**config.mk**
```make
export PLATFORM = sky130hd
export DESIGN_NAME = irqStatusUnit
export DESIGN_NICKNAME = d
export VERILOG_FILES = /design/src/rtl/irqUnitPkg.sv /design/src/rtl/irqW1cReg.sv /design/src/rtl/irqUnitCtrl.sv /design/src/rtl/irqUnitDatapath.sv /design/src/rtl/irqStatusUnit.sv
export SDC_FILE = /design/constraint.sdc
export NUM_CORES = 1
export LEC_CHECK = 0
export BUFFER_PORTS_ARGS = -buffer_cell sky130_fd_sc_hd__buf_2
export CAP_MARGIN = 20
export CORE_MARGIN = 2
export CORE_UTILIZATION = 35
export DETAILED_ROUTE_END_ITERATION = 6
export SYNTH_ARGS = -nofsm -noshare
export SYNTH_HDL_FRONTEND = slang
export SYNTH_SLANG_ARGS = --single-unit
```
**constraint.sdc**
```tcl
create_clock -name clk -period 4.1 [get_ports clk]
set_input_delay 0.205 -clock clk [delete_from_list [all_inputs] [get_ports clk]]
set_output_delay 0.205 -clock clk [all_outputs]
set_load 0.01 [all_outputs]
```
**src/rtl/irqUnitPkg.sv**
```systemverilog
package irqUnitPkg;

  typedef enum logic [2:0] {
    SEL_MAIN_STAT = 3'd0,
    SEL_MAIN_MASK = 3'd1,
    SEL_DMA_WORD  = 3'd2,
    SEL_DMA_MASK  = 3'd3,
    SEL_BUS_FLAG  = 3'd4,
    SEL_NONE      = 3'd7
  } regSel_e;

  typedef struct packed {
    logic    wrMainStat;
    logic    wrMainMask;
    logic    wrDmaStat;
    logic    wrDmaMask;
    logic    wrBusFlag;
    regSel_e rdSel;
  } ctrlStrobe_t;

endpackage

```
**src/rtl/irqW1cReg.sv**
```systemverilog
// Sticky status bank: sources set, write-one clears, set beats clear.
module irqW1cReg #(
  parameter int W = 16
) (
  input  logic         clk,
  input  logic         rstN,
  input  logic [W-1:0] src,
  input  logic [W-1:0] clr,
  output logic [W-1:0] q,
  output logic [W-1:0] qNext
);

  for (genvar b = 0; b < W; b++) begin : g_bit
    assign qNext[b] = src[b] | (q[b] & ~clr[b]);
  end

  always_ff @(posedge clk or negedge rstN) begin
    if (!rstN) q <= '0;
    else       q <= qNext;
  end

  // bits stay put when nothing sets or clears them
  p_hold_r2: assert property (@(posedge clk) disable iff (!rstN)
    (src == '0 && clr == '0) |=> $stable(q));

  // a pulsed bit is set after the edge even under a clear
  p_set_wins_r4: assert property (@(posedge clk) disable iff (!rstN)
    (src != '0) |=> ((q & $past(src)) == $past(src)));

  // cleared bits with no pulse read zero afterwards
  p_clear_r3: assert property (@(posedge clk) disable iff (!rstN)
    ((clr & ~src) != '0) |=> ((q & $past(clr & ~src)) == '0));

endmodule

```
**src/rtl/irqUnitCtrl.sv**
```systemverilog
module irqUnitCtrl
  import irqUnitPkg::*;
#(
  parameter int ADDR_W = 3
) (
  input  logic              clk,
  input  logic              rstN,
  input  logic [ADDR_W-1:0] busAddr,
  input  logic              busWrEn,
  output ctrlStrobe_t       strb
);

  always_comb begin
    strb       = '0;
    strb.rdSel = SEL_NONE;
    case (busAddr)
      ADDR_W'(0): begin strb.rdSel = SEL_MAIN_STAT; strb.wrMainStat = busWrEn; end
      ADDR_W'(1): begin strb.rdSel = SEL_MAIN_MASK; strb.wrMainMask = busWrEn; end
      ADDR_W'(2): begin strb.rdSel = SEL_DMA_WORD;  strb.wrDmaStat  = busWrEn; end
      ADDR_W'(3): begin strb.rdSel = SEL_DMA_MASK;  strb.wrDmaMask  = busWrEn; end
      ADDR_W'(4): begin strb.rdSel = SEL_BUS_FLAG;  strb.wrBusFlag  = busWrEn; end
      default:    ;
    endcase
  end

  // at most one register is written per cycle, none without a strobe
  p_one_write_r10: assert property (@(posedge clk) disable iff (!rstN)
    $onehot0({strb.wrMainStat, strb.wrMainMask, strb.wrDmaStat,
              strb.wrDmaMask, strb.wrBusFlag}));
  p_no_spurious_r10: assert property (@(posedge clk) disable iff (!rstN)
    !busWrEn |-> ({strb.wrMainStat, strb.wrMainMask, strb.wrDmaStat,
                   strb.wrDmaMask, strb.wrBusFlag} == '0));

endmodule

```
**src/rtl/irqUnitDatapath.sv**
```systemverilog
module irqUnitDatapath
  import irqUnitPkg::*;
#(
  parameter int DATA_W = 32,
  parameter int MAIN_W = 16,
  parameter int BUS_W  = 16
) (
  input  logic                clk,
  input  logic                rstN,
  input  ctrlStrobe_t         strb,
  input  logic [DATA_W-1:0]   busWdata,
  output logic [DATA_W-1:0]   busRdata,
  input  logic [MAIN_W-1:0]   mainSrc,
  input  logic [DATA_W/2-1:0] dmaSrc,
  input  logic [BUS_W-1:0]    busSrc,
  output logic                mainIrq,
  output logic                dmaIrq,
  output logic                busIrq
);

  localparam int DMA_W = DATA_W / 2;

  logic [MAIN_W-1:0] mainStat, mainStatNext, mainMask, mainMaskNext;
  logic [DMA_W-1:0]  dmaStat, dmaStatNext, dmaMask, dmaMaskNext;
  logic [BUS_W-1:0]  busFlag, busFlagNext;

  irqW1cReg #(.W(MAIN_W)) i_mainStat (
    .clk(clk), .rstN(rstN), .src(mainSrc),
    .clr(strb.wrMainStat ? busWdata[MAIN_W-1:0] : '0),
    .q(mainStat), .qNext(mainStatNext));

  irqW1cReg #(.W(DMA_W)) i_dmaStat (
    .clk(clk), .rstN(rstN), .src(dmaSrc),
    .clr(strb.wrDmaStat ? busWdata[DMA_W-1:0] : '0),
    .q(dmaStat), .qNext(dmaStatNext));

  irqW1cReg #(.W(BUS_W)) i_busFlag (
    .clk(clk), .rstN(rstN), .src(busSrc),
    .clr(strb.wrBusFlag ? busWdata[BUS_W-1:0] : '0),
    .q(busFlag), .qNext(busFlagNext));

  assign mainMaskNext = strb.wrMainMask ? busWdata[MAIN_W-1:0] : mainMask;
  assign dmaMaskNext  = strb.wrDmaMask  ? busWdata[DATA_W-1:DMA_W] : dmaMask;

  always_ff @(posedge clk or negedge rstN) begin
    if (!rstN) begin
      mainMask <= '0;
      dmaMask  <= '0;
      mainIrq  <= 1'b0;
      dmaIrq   <= 1'b0;
      busIrq   <= 1'b0;
    end else begin
      mainMask <= mainMaskNext;
      dmaMask  <= dmaMaskNext;
      mainIrq  <= |(mainStatNext & mainMaskNext);
      dmaIrq   <= |(dmaStatNext & dmaMaskNext);
      busIrq   <= |busFlagNext;
    end
  end

  always_comb begin
    case (strb.rdSel)
      SEL_MAIN_STAT: busRdata = DATA_W'(mainStat);
      SEL_MAIN_MASK: busRdata = DATA_W'(mainMask);
      SEL_DMA_WORD,
      SEL_DMA_MASK:  busRdata = {dmaMask, dmaStat};
      SEL_BUS_FLAG:  busRdata = DATA_W'(busFlag);
      default:       busRdata = '0;
    endcase
  end

  // main line tracks masked status held in the registers
  p_main_irq_r5: assert property (@(posedge clk) disable iff (!rstN)
    mainIrq == |(mainStat & mainMask));
  // DMA line tracks its packed status and mask halves
  p_dma_irq_r8: assert property (@(posedge clk) disable iff (!rstN)
    dmaIrq == |(dmaStat & dmaMask));
  // bus line follows any set flag
  p_bus_irq_r9: assert property (@(posedge clk) disable iff (!rstN)
    busIrq == (busFlag != '0));
  // a status-clear write on the DMA word never moves the mask half
  p_dma_mask_keep_r6: assert property (@(posedge clk) disable iff (!rstN)
    (strb.wrDmaStat && !strb.wrDmaMask) |=> $stable(dmaMask));
  // a mask load never clears DMA status
  p_dma_stat_keep_r7: assert property (@(posedge clk) disable iff (!rstN)
    (strb.wrDmaMask && !strb.wrDmaStat) |=> ((dmaStat & $past(dmaStat)) == $past(dmaStat)));

endmodule

```
**src/rtl/irqStatusUnit.sv**
```systemverilog
module irqStatusUnit
  import irqUnitPkg::*;
#(
  parameter int ADDR_W = 3,
  parameter int DATA_W = 32,
  parameter int MAIN_W = 16,
  parameter int BUS_W  = 16
) (
  input  logic                clk,
  input  logic                rstN,
  input  logic [ADDR_W-1:0]   busAddr,
  input  logic                busWrEn,
  input  logic [DATA_W-1:0]   busWdata,
  output logic [DATA_W-1:0]   busRdata,
  input  logic [MAIN_W-1:0]   mainSrc,
  input  logic [DATA_W/2-1:0] dmaSrc,
  input  logic [BUS_W-1:0]    busSrc,
  output logic                mainIrq,
  output logic                dmaIrq,
  output logic                busIrq
);

  ctrlStrobe_t strb;

  irqUnitCtrl #(.ADDR_W(ADDR_W)) i_ctrl (
    .clk(clk), .rstN(rstN), .busAddr(busAddr), .busWrEn(busWrEn), .strb(strb));

  irqUnitDatapath #(.DATA_W(DATA_W), .MAIN_W(MAIN_W), .BUS_W(BUS_W)) i_dp (
    .clk(clk), .rstN(rstN), .strb(strb), .busWdata(busWdata), .busRdata(busRdata),
    .mainSrc(mainSrc), .dmaSrc(dmaSrc), .busSrc(busSrc),
    .mainIrq(mainIrq), .dmaIrq(dmaIrq), .busIrq(busIrq));

endmodule

```
Word level (Yosys, flattened, before mapping). Cells that the tools add are included.

Register bits: 83. Input port bits: 86.

Equal/unequal tests: 8. Multiplexer cells: 12. Bitwise operators: 146. Reduce and logical (&&, ||, !) cells: 6.

Operator list (number): $pmux 32 s4 (1); $mux 16 (5); $and 1x1->1 (48); $not 1->1 (48); $or 1x1->1 (48); $reduce_or 16->1 (3); $and 16x16->16 (2); $pmux 3 s5 (1); $eq 3x2->1 const B (4); $eq 3x1->1 const B (2); $eq 3x3->1 const B (2); $logic_not 3->1 (2); $mux 1 (5); $reduce_or 2->1 (1).

Depth between registers and ports, before layout. Gate-level depths: netlist of run 1.

Depth in word-level cells: 8. Mapped depth: 8. Depth with buffers taken out: 5.

Hierarchy. A second synthesis of run 1 with hierarchy kept.

Cell total of the unflattened synthesis: 406. Area, all modules: 4260.3 µm².

By module, submodules not included: irqUnitDatapath (times used 1, cells an instance 254, area each 2433.6 µm², seq. area each 875.8 µm²); irqW1cReg (times used 3, cells an instance 48, area each 580.6 µm², seq. area each 400.4 µm²); irqUnitCtrl (times used 1, cells an instance 8, area each 85.1 µm², seq. area each 0.0 µm²).

Worst setup path after synthesis of run 1. No wires, ideal clock.

Kind: input-to-reg. From: in busAddr[1]. To: reg i_dp.mainIrq. Library setup time: 0.138 ns. Data arrival time: 1.930 ns. Path slack: 2.031 ns. Stages on the path: 8. Path buffers: 3. Cell sequence: buf_4 > nor4bb_1 > buf_2 > buf_6 > mux2_1 > o21ai_0 > nand4_1 > or4_1.

RTL lines: start: declaration (line irqStatusUnit.sv:11) `input logic [ADDR_W-1:0] busAddr,`; $eq 3x1->1 (line irqUnitCtrl.sv:16) `case (busAddr)`; $mux 1 (line irqUnitCtrl.sv:16); $mux 16 (line irqUnitDatapath.sv:42) `assign mainMaskNext = strb.wrMainMask ? busWdata[MAIN_W-1:0] : mainMask;`; net i_dp.mainMaskNext[10] (line irqUnitDatapath.sv:23) `logic [MAIN_W-1:0] mainStat, mainStatNext, mainMask, mainMaskNext;`; $and 16x16->16 (line irqUnitDatapath.sv:55) `mainIrq <= |(mainStatNext & mainMaskNext);`; $reduce_or 16->1 (line irqUnitDatapath.sv:55); end signal: assignment (line irqUnitDatapath.sv:55); end: declaration (line irqUnitDatapath.sv:16) `output logic mainIrq,`.

The timed path passes the listed nets, and every way through them passes these cells.

Worst setup path in the final report of run 1.
From: in busAddr[2]. To: reg i_dp.mainIrq.

Cells in the longest elaborated chain, start to end: 8.

RTL lines: $logic_not 3->1 (line irqUnitCtrl.sv:16); $mux 1 (line irqUnitCtrl.sv:16); $mux 16 (line irqUnitDatapath.sv:29) `.clr(strb.wrMainStat ? busWdata[MAIN_W-1:0] : '0),`; $not 1->1 (line irqW1cReg.sv:14) `assign qNext[b] = src[b] | (q[b] & ~clr[b]);`; $and 1x1->1 (line irqW1cReg.sv:14); $or 1x1->1 (line irqW1cReg.sv:14); $and 16x16->16 * (line irqUnitDatapath.sv:55); $reduce_or 16->1 * (line irqUnitDatapath.sv:55).

Mark *: on every way between the ends. The rest lies on a longest branch, timed or not.

==> run_results.csv, run 1 <==
group,metric,value,unit
clock_network,cts_setup_buffers,0,
drt,drt-pass1-iter-count,4,
floorplanning,placeableCoreArea,11600,µm²
yosys,synth.ff_latch_count,83,
timing,worst_pin_slew,0.819,ns
final_layout,post_route_cells_drive_above_1_share,0.402,
drt,routed_wirelength,11.5,mm
timing,period_minus_slack,2.44,ns
place,placed_cell_area,4890,µm²
clock_network,tritoncts_buffers,9,
drt,routed_wirelength_normalized_by_instance_count,17.8,µm
drt,vias_per_inst,5.20,
floorplanning,rows,39,
floorplanning,fp.dieH,113,µm
final_layout,fin_util,0.452,
final_layout,num_antenna_cells,0,
critical_path,cp_data_arrival_time,2.66,ns
critical_path,nature_of_the_critical_path_startpoint,"input port",
power,leakage,0.00223,µW
clock_network,htree_num_levels,3,
drt,final_ant_viol_nets,0,
place,placement.io_buffers,120,
yosys,synth-warning-count,0,
yosys,yosys.cell_types.count,29,
global_routing,residual_overflow_from_global_routing,0,
clock_network,ctsLongestPathBuffers,2,
timing,achievable-frequency,409,MHz
drt,dr_total_vias,3367,
global_routing,maximum_number_of_pins_on_one_net_before_global_route_repair,84,
timing,period_share,0.596,
timing,rsz0062_at_grt,"no",
place,gp_weighted_congestion,0.820,
power,vdd.ir_drop.worst,0.000208,V
floorplanning,initial_utilization,0.362,
clock_network,clock_sinks,83,
critical_path,worst_setup_path_end_kind,"flop",
clock_network,root_buffer,"clkbuf_16",
timing,final.setup_skew,0.00441,ns
yosys,syn-instance-count,385,
clock_network,clock_tree_from_tritoncts,"built",
floorplanning,io-pin-count,121,
drt,drt_drc_violations_left,0,
timing,finalSetupViolations,0,
place,estimated_wirelength_of_the_detail_placed_design,8.79,mm
timing,slew_viol_final,0,
yosys,synth.net_count,471,
min_path,worst_hold_path_type,"in -> reg",
final_layout,design.final.nets,586,
critical_path,timing.critical_path.required,4.31,ns
global_routing,global_route_wire_length_before_repair,18.0,mm
final_layout,fin_area,5230,µm²
timing,finalHoldViolations,0,
clock_network,insertion_delay,0.34,ns
critical_path,crit_type,"in -> reg",
drt,first_iter_violations,143,
run_status,outcome,"finished clean",
global_routing,grt_pass1_vias,3415,
timing,timing.max_slew.rel_slack,0.453,
clock_network,clock_transition_time_at_the_flip_flop_clock_pins_of_the_worst_setup_and_hold_paths,0.06,ns
floorplanning,x_dimension_of_the_die,113,µm
power,power.density_cell_area,403,nW/µm²
yosys,post_synth.cell_area_avg,10.9,µm²
critical_path,crit_fanout,30,
timing,setup-tns-final,0,ns
floorplanning,floorplan.die_area,12900,µm²
yosys,synth-seq-area-share,0.496,
job,timing.max_cap.violations,0,
final_layout,synthToLayoutAreaGrowth,24.8,%
yosys,synthesis.area,4190,µm²
global_routing,grt_antenna_before_repair,0,
global_routing,track_usage,0.184,
[synthesized netlist by cell type (all sizes together)]
master   instances  area (µm²)
nor4bb           1        10.0
nand4            9        56.3
or4              4        30.0
dfrtp           83        2080
buf             10        78.8
clkbuf          12        45.0
or3              1        6.26
a2111oi          4        35.0
nor2b            1        6.26
and4bb           2        25.0
o22ai           16         100
or2             36         225
and2            16         100
nand4b           1        23.8
a21o            12        90.1
nand2           44         165
o22a            16         140
a21boi          36         270
o21ai           32         160
mux2            32         360
nor4b            1        23.8
mux2i           16         160
[cell usage in the layout (no fill, tap or decap), types with 11 or more instances in the layout]
master    count
a21boi_0     31
a21o_1       12
and2_1       16
buf_2       119
dfrtp_1      83
mux2_2       24
mux2i_1      16
nand2_1      44
o21ai_0      21
o21ai_1      11
o22a_1       16
o22ai_1      16
or2_2        36
[path summary, 6_finish.rpt]
check / start / slack [ns] / to / cells past startpoint
min: busSrc[8] / 0.06 / i_dp.i_busFlag.q[8] / 2
max: busAddr[2] / 1.66 / i_dp.mainIrq / 7
min reg2reg: i_dp.i_busFlag.q[4] / 0.49 / i_dp.i_busFlag.q[4] / 1
max reg2reg: i_dp.i_busFlag.q[2] / 2.13 / i_dp.busIrq / 5
max in group asynchronous: rstN / 3.24 / i_dp.mainMask[2] / 3
min in group asynchronous: rstN / 0.25 / i_dp.i_busFlag.q[14] / 2
[critical path, stage by stage]
cell	delay [ns]
buf_2	0.26
buf_4	0.34
nor4b_4	0.73
a21boi_0	0.22
o21ai_0	0.25
nand4_1	0.12
or4_1	0.52
[stage by stage]
stage | total power, µW | cells | setup WS, ns | hold slack [ns]
2_1_floorplan | 1160 | 385 | 2.03 | -0.0906
3_3_place_gp | 1310 | 630 | 1.35 | 0.400
3_5_place_dp | 1310 | 630 | 1.29 | 0.405
4_1_cts | 2130 | 646 | 1.64 | 0.0465
5_1_grt | 2210 | 648 | 1.41 | 0.0594
6_report | 2110 | 648 | 1.66 | 0.0572
[flip-flops by register name, summed over array words and instances, names as in the netlist]
register           flops
i_dp.dmaIrq            1
i_dp.dmaMask          16
i_dp.i_busFlag.q      16
i_dp.busIrq            1
i_dp.mainMask         16
i_dp.i_dmaStat.q      16
i_dp.mainIrq           1
i_dp.i_mainStat.q     16
[layout make-up]
type,count,area [µm²]
fillers,1107,6340
flip-flops and latches,83,2080
multi-input cells,280,2000
repair buffers,126,671
clock buffers,12,246
well taps,143,179
clock inverters,4,50.0
[cell families (layout without fill, tap and decap cells)]
group | Yosys count | after routing | share of synthesized area
AO/OA/AOI/OAI | 116 | 116 | 0.190
buffers and inverters | 22 | 142 | 0.0296
flip-flops | 83 | 83 | 0.496
multiplexers | 48 | 48 | 0.124
AND/OR/NAND/NOR | 116 | 116 | 0.160
[metal layers]
layer | share of wire | track usage | wire length [µm]
met5 | 0 | 0 | 0
met2 | 0.48 | 0.304 | 5560
met4 | 0.012 | 0.0504 | 140
met3 | 0.058 | 0.0510 | 668
met1 | 0.45 | 0.240 | 5180
[where the power goes]
| part | internal (µW) | switching [µW] |
|---|---|---|
| clock network | 488 | 321 |
| registers | 899 | 36.2 |
| logic | 172 | 192 |
[repair_timing]
item                                   in CTS  in global routing
endpoints found under the hold margin       0                 12
setup endpoints to repair                   0                  0
hold buffers                                0                  1
resized for setup                           0                  0
No activity file was read; power rests on OpenSTA's default activity.
==> run 2: changes to the inputs <==
- clock period: 4.1 -> 2.1 ns (I/O delays scaled with it)
==> run 2 against run 1 <==
Effect of this change:
- cell area increased by 15%
- sequential cell count unchanged
- count of clock-buffer cells in the layout decreased by 2
- register-to-register slack worse by 1.9 ns
- critical path depth down 2
- hold slack worse by 0.049 ns
- total power is 110% higher
- combinational power up 130%
- sequential power up 96%
- core utilization is 6.8 points higher
==> run_results.csv, run 2 (synthesis results as in run 1) <==
group,metric,value,unit
critical_path,worst_path_dominant_cell_family,"compound AO/OA/AOI/OAI gates",
floorplanning,placeableCoreArea,11600,µm²
final_layout,regArea,2080,µm²
min_path,worst_hold_path_type,"in -> reg",
clock_network,insertion_delay,0.35,ns
floorplanning,x_dimension_of_the_die,113,µm
global_routing,global_route_wire_length_before_repair,19.4,mm
global_routing,residual_overflow_from_global_routing,0,
place,placed_cells_incl_taps,655,
final_layout,fin_util,0.520,
critical_path,critical_path.n_buffers_inverters,1,
global_routing,grt_antenna_before_repair,0,
drt,drt-pass1-iter-count,4,
drt,routed_wirelength,12.5,mm
final_layout,mostFrequentLayoutCell,"buf_2",
timing,timing.max_slew.rel_slack,0.618,
critical_path,worst_setup_path_endpoint,"i_dp.busIrq",
final_layout,layout_common_cells,"buf_2 (119), dfrtp_1 (83), dlygate4sd3_1 (58)",
final_layout,finish.cell_count_without_fillers,729,
job,timing.max_cap.violations,0,
critical_path,reg2reg_from,"i_dp.i_busFlag.q[2]",
critical_path,ff2ff_path_depth,5,
critical_path,crit_fanout,2,
power,power.density_cell_area,731,nW/µm²
clock_network,clock_transition_time_at_the_flip_flop_clock_pins_of_the_worst_setup_and_hold_paths,0.06,ns
critical_path,path_cells,"a21boi_1, a2111oi_1, buf_4, nand4_1, or3_1",
clock_network,clock_sinks,83,
clock_network,cts_setup_buffers,0,
place,placed_cell_area,5100,µm²
final_layout,multiInputGateArea,2000,µm²
timing,period_minus_slack,1.86,ns
final_layout,fill_cells,1080,
final_layout,post_route_cells_drive_above_1_share,0.391,
floorplanning,rows,39,
power,vdd.ir_drop.worst,0.000514,V
drt,drt_drc_violations_left,0,
final_layout,synthToLayoutAreaGrowth,43.6,%
drt,routed_wirelength_normalized_by_instance_count,17.1,µm
timing,rsz0062_at_grt,"no",
timing,period_share,0.885,
run_status,outcome,"finished clean",
critical_path,r2r-end,"i_dp.busIrq",
final_layout,num_antenna_cells,0,
timing,finalHoldViolations,0,
timing,hold-worst-slack,0.00823,ns
global_routing,grt_pass1_vias,3759,
critical_path,worst_setup_path_end_kind,"flop",
critical_path,path_depth,5,
critical_path,regToRegSetupSlack,0.24,ns
critical_path,critPathSlowestCell,"a2111oi_1",
drt,final_ant_viol_nets,0,
critical_path,nature_of_the_critical_path_startpoint,"flop",
drt,first_iter_violations,160,
timing,worst_pin_slew,0.573,ns
final_layout,fin_area,6010,µm²
drt,vias_per_inst,5.03,
floorplanning,io-pin-count,121,
global_routing,maximum_number_of_pins_on_one_net_before_global_route_repair,43,
place,gp_weighted_congestion,0.827,
power,leakage,0.00260,µW
timing,final.setup_skew,0.00566,ns
critical_path,timing.critical_path.required,2.33,ns
timing,achievable-frequency,538,MHz
place,estimated_wirelength_of_the_detail_placed_design,9.46,mm
floorplanning,floorplan.die_area,12900,µm²
clock_network,clock_tree_from_tritoncts,"built",
place,placement.io_buffers,120,
clock_network,ctsLongestPathBuffers,2,
floorplanning,initial_utilization,0.362,
timing,slew_viol_final,0,
floorplanning,fp.dieH,113,µm
critical_path,critical_path_origin,"i_dp.i_busFlag.q[2]",
clock_network,root_buffer,"clkbuf_16",
clock_network,tritoncts_buffers,9,
final_layout,design.final.nets,667,
critical_path,cp_data_arrival_time,2.09,ns
global_routing,track_usage,0.199,
timing,finalSetupViolations,0,
timing,setup-tns-final,0,ns
clock_network,htree_num_levels,3,
drt,dr_total_vias,3667,
critical_path,critPathMaxStageDelay,0.52,ns
critical_path,crit_type,"reg -> reg",
## run 2: cell types whose count changed in the layout (fill, tap and decap cells not counted)
cell           previous run  this run
dlygate4sd3_1             1        58
buf_4                     5        28
buf_12                    0         2
clkbuf_1                  2         0
a2111oi_0                 4         3
a2111oi_1                 0         1
buf_16                    1         0
bufinv_16                 1         2
clkinv_4                  0         1
## run 2: worst register-to-register path, stage by stage, from the launching register on
cell and delay (ns):
dfrtp_1 0.38, a21boi_1 0.14, a2111oi_1 0.52, buf_4 0.22
nand4_1 0.09, or3_1 0.38
## run 2: where the power goes
part | leakage [µW] | internal, µW | switching, µW | total [µW]
clock network | 0.000155 | 1070 | 673 | 1750
registers | 0.000839 | 1750 | 73.7 | 1830
logic | 0.00160 | 426 | 397 | 823
## run 2: worst min path at each step
| stage | start | slack, ns | endpoint | depth (start not counted) |
|---|---|---|---|---|
| 2_1_floorplan | rstN | -0.19 | i_dp.busIrq | 0 |
| 3_3_place_gp | rstN | 0.13 | i_dp.i_busFlag.q[4] | 1 |
| 3_5_place_dp | rstN | 0.14 | i_dp.i_busFlag.q[4] | 1 |
| 4_1_cts | busWdata[18] | 0.0008 | i_dp.dmaMask[2] | 2 |
| 5_1_grt | busWdata[29] | 0.007 | i_dp.dmaMask[13] | 2 |
| 6_report | busWdata[27] | 0.008 | i_dp.dmaMask[11] | 2 |
## run 2: what timing repair did
action,CTS,global route
setup endpoints to repair,0,1
hold buffers,58,0
gates resized for setup,0,1
hold endpoints to repair,98,0
## run 2: per-stage QoR
stage                     power, µW  setup WS (ns)
after floorplan                2260          0.131
after global placement         2590        -0.0715
after detailed placement       2600         -0.107
after CTS                      4440          0.153
after global routing           4580          0.119
final                          4400          0.241
## run 2: area by class of cell
type / instances / area share
tap: 143 / 0.0297
clock inverter: 6 / 0.0148
timing repair buffer: 207 / 0.237
sequential: 83 / 0.345
multi-input combinational: 280 / 0.333
clock buffer: 10 / 0.0397
## run 2: layer usage
metal,global-route usage,wire (µm)
met5,0,0
met4,0.0512,131
met3,0.0553,729
met2,0.335,6150
met1,0.255,5460
